<file path="config.mk">
export PLATFORM = sky130hd
export DESIGN_NAME = ldm_seq
export DESIGN_NICKNAME = d
export VERILOG_FILES = /design/src/rtl/ldm_pkg.sv /design/src/rtl/ldm_addr.sv /design/src/rtl/ldm_ctrl.sv /design/src/rtl/ldm_seq.sv
export SDC_FILE = /design/constraint.sdc
export NUM_CORES = 1
export LEC_CHECK = 0
export BUFFER_PORTS_ARGS = -buffer_cell sky130_fd_sc_hd__buf_2
export CORE_UTILIZATION = 41
export DETAILED_ROUTE_END_ITERATION = 16
export PLACE_DENSITY = 0.7
export SYNTH_ARGS = -nofsm -noshare
export SYNTH_HDL_FRONTEND = slang
export SYNTH_SLANG_ARGS = --single-unit
</file>
<file path="constraint.sdc">
create_clock -name clk -period 4.45 [get_ports clk]
set_input_delay 0.445 -clock clk [delete_from_list [all_inputs] [get_ports clk]]
set_output_delay 0.445 -clock clk [all_outputs]
set_load 0.02 [all_outputs]
</file>
<file path="src/rtl/ldm_pkg.sv">
package ldm_pkg;
  typedef enum logic [2:0] {
    ST_IDLE,
    ST_REQ,
    ST_WAIT,
    ST_WRITE,
    ST_DONE
  } ldm_state_e;
endpackage

</file>
<file path="src/rtl/ldm_addr.sv">
module ldm_addr #(
  parameter int XLEN   = 64,
  parameter int DISP_W = 16,
  parameter int STEP   = 4
) (
  input  logic              clk,
  input  logic              rst_n,
  input  logic              load_i,
  input  logic              step_i,
  input  logic              base_zero_i,
  input  logic [XLEN-1:0]   base_i,
  input  logic [DISP_W-1:0] disp_i,
  output logic [XLEN-1:0]   addr_o
);
  localparam logic [XLEN-1:0] STEP_V = XLEN'(STEP);

  logic [XLEN-1:0] base_sel;
  logic [XLEN-1:0] disp_ext;

  assign base_sel = base_zero_i ? '0 : base_i;
  assign disp_ext = {{(XLEN-DISP_W){disp_i[DISP_W-1]}}, disp_i};

  always_ff @(posedge clk or negedge rst_n) begin
    if (!rst_n)      addr_o <= '0;
    else if (load_i) addr_o <= base_sel + disp_ext;
    else if (step_i) addr_o <= addr_o + STEP_V;
  end
endmodule

</file>
<file path="src/rtl/ldm_ctrl.sv">
module ldm_ctrl
  import ldm_pkg::*;
#(
  parameter int IDX_W = 5
) (
  input  logic             clk,
  input  logic             rst_n,
  input  logic             start_i,
  input  logic [IDX_W-1:0] rt_i,
  input  logic             req_ready_i,
  input  logic             rsp_valid_i,
  output ldm_state_e       state_o,
  output logic [IDX_W-1:0] idx_o,
  output logic             load_o,
  output logic             step_o,
  output logic             capture_o
);
  localparam logic [IDX_W-1:0] LAST = '1;

  ldm_state_e state_q, state_d;

  always_comb begin
    state_d = state_q;
    case (state_q)
      ST_IDLE:  if (start_i) state_d = ST_REQ;
      ST_REQ:   if (req_ready_i) state_d = ST_WAIT;
      ST_WAIT:  if (rsp_valid_i) state_d = ST_WRITE;
      ST_WRITE: state_d = (idx_o == LAST) ? ST_DONE : ST_REQ;
      ST_DONE:  state_d = ST_IDLE;
      default:  state_d = ST_IDLE;
    endcase
  end

  assign load_o    = (state_q == ST_IDLE) && start_i;
  assign capture_o = (state_q == ST_WAIT) && rsp_valid_i;
  assign step_o    = (state_q == ST_WRITE) && (idx_o != LAST);
  assign state_o   = state_q;

  always_ff @(posedge clk or negedge rst_n) begin
    if (!rst_n) begin
      state_q <= ST_IDLE;
      idx_o   <= '0;
    end else begin
      state_q <= state_d;
      if (load_o)      idx_o <= rt_i;
      else if (step_o) idx_o <= idx_o + 1'b1;
    end
  end
endmodule

</file>
<file path="src/rtl/ldm_seq.sv">
module ldm_seq
  import ldm_pkg::*;
#(
  parameter int XLEN   = 64,
  parameter int WORD_W = 32,
  parameter int IDX_W  = 5,
  parameter int DISP_W = 16
) (
  input  logic              clk,
  input  logic              rst_n,
  input  logic              start_i,
  input  logic [IDX_W-1:0]  rt_idx_i,
  input  logic [IDX_W-1:0]  ra_idx_i,
  input  logic [XLEN-1:0]   ra_val_i,
  input  logic [DISP_W-1:0] disp_i,
  output logic              mem_req_valid_o,
  input  logic              mem_req_ready_i,
  output logic [XLEN-1:0]   mem_addr_o,
  input  logic              mem_rsp_valid_i,
  output logic              mem_rsp_ready_o,
  input  logic [WORD_W-1:0] mem_rsp_data_i,
  output logic              rf_we_o,
  output logic [IDX_W-1:0]  rf_idx_o,
  output logic [XLEN-1:0]   rf_data_o,
  output logic              busy_o,
  output logic              done_o
);
  localparam int STEP = WORD_W / 8;

  ldm_state_e        state;
  logic              load, step, capture;
  logic [WORD_W-1:0] word_q;

  ldm_ctrl #(.IDX_W(IDX_W)) u_ctrl (
    .clk         (clk),
    .rst_n       (rst_n),
    .start_i     (start_i),
    .rt_i        (rt_idx_i),
    .req_ready_i (mem_req_ready_i),
    .rsp_valid_i (mem_rsp_valid_i),
    .state_o     (state),
    .idx_o       (rf_idx_o),
    .load_o      (load),
    .step_o      (step),
    .capture_o   (capture)
  );

  ldm_addr #(.XLEN(XLEN), .DISP_W(DISP_W), .STEP(STEP)) u_addr (
    .clk         (clk),
    .rst_n       (rst_n),
    .load_i      (load),
    .step_i      (step),
    .base_zero_i (ra_idx_i == '0),
    .base_i      (ra_val_i),
    .disp_i      (disp_i),
    .addr_o      (mem_addr_o)
  );

  always_ff @(posedge clk or negedge rst_n) begin
    if (!rst_n)       word_q <= '0;
    else if (capture) word_q <= mem_rsp_data_i;
  end

  assign mem_req_valid_o = (state == ST_REQ);
  assign mem_rsp_ready_o = (state == ST_WAIT);
  assign rf_we_o         = (state == ST_WRITE);
  assign rf_data_o       = {{(XLEN-WORD_W){1'b0}}, word_q};
  assign busy_o          = (state != ST_IDLE);
  assign done_o          = (state == ST_DONE);
endmodule

</file>
==> impl_metrics.json <==
{
  "clkLatencyLatePin_ns": 0.36,
  "cts_made_buffers": 9,
  "crit_slowest_cell": "or4_1",
  "cts_hold_buffers": 0,
  "core-area_mm2": 0.0236,
  "final_common_cell": "buf_2",
  "rsz0062_at_grt": "false",
  "postLayoutSetupSlackWorst_ns": 0.512,
  "dpl.hpwl_um": 24000,
  "finalMaxSlewViolations": 0,
  "final_cell_mix": "231 x buf_2, 132 x nand2_1, 104 x dfrtp_1",
  "p_leak_nw": 5.37,
  "cp_max_fo": 22,
  "clk_pin_slew_ns": 0.08,
  "post-cts-setup-buffer-count": 0,
  "portBuffers": 232,
  "reg2reg_from": "u_ctrl.idx_o[0]",
  "grt_pass1_wl_um": 46900,
  "routed_wl_um": 30200,
  "syn_inst": 1220,
  "finalSetupTns_ns": 0,
  "grt.overflow.total": 0,
  "via_per_inst": 5.48,
  "first_iter_violations": 560,
  "synthMuxAreaShare_pct": 4.05,
  "cts_tree": "yes",
  "powerDensity_mw_per_mm2": 503,
  "antenna_cells": 0,
  "pin_count": 265,
  "fp.dieH_um": 158,
  "cts_root_buf": "clkbuf_16",
  "finalCritPeriodShare_pct": 88.5,
  "netlist_area_mm2": 0.00992,
  "synth_adder_area_share_pct": 8.52,
  "synth_compound_area_share_pct": 21.8,
  "status": "finished, final reports clean",
  "area_growth_pct": 17.3,
  "dp_slack_ns": 0.154,
  "synth_flop_cell": "dfrtp_1",
  "initial_core_util_pct": 42.0,
  "drc": 0,
  "place_congestion": 0.923,
  "critPathTopFamily": "simple AND/OR/NAND/NOR gates",
  "via_count": 9675,
  "synth_edf_count": 0,
  "wire_per_inst_um": 17.1,
  "synthXorXnorAreaFrac_pct": 9.18,
  "yosysSeqAreaShare_pct": 26.2,
  "clock-sinks": 104,
  "max_freq_mhz": 254,
  "hold_viol": 0,
  "relSlewSlack_pct": 42.0,
  "synth_top_family_by_area": "simple AND/OR/NAND/NOR gates",
  "drt_first_pass_iters": 5,
  "drive_gt1_share_pct": 24.7,
  "setup_viol": 0,
  "synthArstFlopShare_pct": 100,
  "die-area_mm2": 0.0248,
  "rows": 56,
  "cpPeakStageDelay_ns": 0.59,
  "grt_start_max_net_pins": 47,
  "cp-start-kind": "input pin",
  "antenna_found_initial": 0,
  "ir_drop_v": 0.000269,
  "post-route-min-period_ns": 3.94,
  "synthSimpleGateAreaFrac_pct": 23.8,
  "skew_ns": 0.00943,
  "setup.worst_path.class": "in2reg",
  "path_buf_inv": 2,
  "syn-mean-instance-area_um2": 8.13,
  "cts_max_path_buffers": 2,
  "holdCritPathClass": "in2async",
  "antenna_left": 0,
  "fin_nets": 1636,
  "post_cts_resized": 0,
  "critPathRequiredTime_ns": 4.70,
  "first_global_vias": 9000,
  "synth_cell_type_count": 87,
  "die_w_um": 158,
  "cp_cell_sequence": "buf_2, or4_1, nor2_4, buf_4, nor2b_1, ha_1, a21oi_4, o21bai_4, a221oi_2, o21ai_1, or4b_1, o2111ai_2, o21ai_2, a2111oi_4, nor3_2",
  "ys_warn_count": 0,
  "worst_pin_slew_ns": 0.866,
  "crit_arrival_ns": 4.19,
  "endpoint_kind": "flop",
  "critPathLaunch": "ra_idx_i[0]",
  "synth_seq_cells": 104,
  "maxCapViolations": 0,
  "grt_usage_pct": 24.1,
  "cts_max_level": 3
}
## area by class of cell
class	instances	area (um^2)
fill	2337	12000
multi-input combinational	1035	6810
sequential	104	2600
timing repair buffer	268	1450
tap	319	399
clock buffer	9	225
inverter	24	90.1
clock inverter	7	66.3
## cell usage after synthesis (all sizes together) (4+ instances only)
cell,instances,area share (%)
inv,24,0.91
ha,66,8.3
o21ai,83,4.2
xor2,50,4.4
a21oi,104,5.4
nand2b,4,0.25
nand2,133,5.0
xnor2,54,4.8
o21bai,13,1.1
nand4,31,2.0
or3,8,0.53
o211ai,5,0.38
mux2,33,3.7
and3,13,0.82
nand3,39,2.0
nor2,95,3.6
nor3b,5,0.48
a211oi,13,1.0
a211o,4,0.37
o22ai,9,0.57
a41oi,4,0.35
clkbuf,31,1.6
a2111oi,4,0.79
o2111ai,6,0.59
a21o,39,3.0
o21a,9,0.68
nor2b,65,4.1
and2,10,0.63
and4,4,0.35
buf,57,4.0
or2,8,0.50
nor3,29,1.8
nor4,9,0.84
dfrtp,104,26
o31ai,6,0.45
a31oi,14,0.88
## logic make-up after synthesis
| family | after synthesis |
|---|---|
| AND/OR/NAND/NOR | 462 |
| AO/OA/AOI/OAI | 334 |
| buffers and inverters | 112 |
| XOR/XNOR | 104 |
| flip-flops | 104 |
| adder cells (fa/ha/maj) | 67 |
| multiplexers | 36 |
| other | 1 |
## worst paths after layout
| kind | end | slack, ns | cells after the start |
|---|---|---|---|
| setup / recovery | u_addr.addr_o[60] | 0.51 | 15 |
| hold / removal | word_q[1] | 0.03 | 1 |
| setup reg to reg | u_addr.addr_o[60] | 1.06 | 12 |
| hold reg to reg | u_addr.addr_o[0] | 0.49 | 2 |
| max in group asynchronous | u_addr.addr_o[10] | 3.44 | 2 |
| min in group clk | u_ctrl.idx_o[0] | 0.31 | 2 |
## metrics by stage
step / util, % / area, um^2 / std cells / total power [W] / hold slack [ns]
after floorplan: - / 10000 / 1251 / 0.00398 / 0.149
after global placement: 48.0 / 11300 / 1750 / 0.00498 / 0.431
after detailed placement: 48.0 / 11300 / 1750 / 0.00503 / 0.431
after CTS: 49.3 / 11600 / 1766 / 0.00588 / 0.0413
after global routing: 49.3 / 11600 / 1766 / 0.00629 / 0.0554
final: 49.3 / 11600 / 1766 / 0.00585 / 0.0314
## worst register-to-register path, delay by kind of cell, from the launching register on
family                   cells  cell delay (ns)
XOR/XNOR                     1             0.13
flip-flops                   1             0.44
AND/OR/NAND/NOR              9             2.25
adder cells (fa/ha/maj)      2             0.48
## per-layer routing
layer | track usage, % | share of wire [%] | up-vias
li1 | - | - | 4767
met2 | 40.9 | 47 | 361
met5 | 0 | 0 | -
met4 | 7.95 | 2.4 | 0
met1 | 31.8 | 45 | 4503
met3 | 2.82 | 5.8 | 44
## power by group
group          internal (W)  switching (W)  leakage (nW)
clock network      0.000395       0.000435         0.141
registers           0.00140       0.000481          1.24
logic               0.00120        0.00194          3.99
total               0.00300        0.00286          5.37
## state kept, by name, indices dropped and copies added, names as in the netlist
signal / cells
u_addr.addr_o: 64
word_q: 32
u_ctrl.idx_o: 5
u_ctrl.state_o: 3
(Power assumes the default switching activity.)
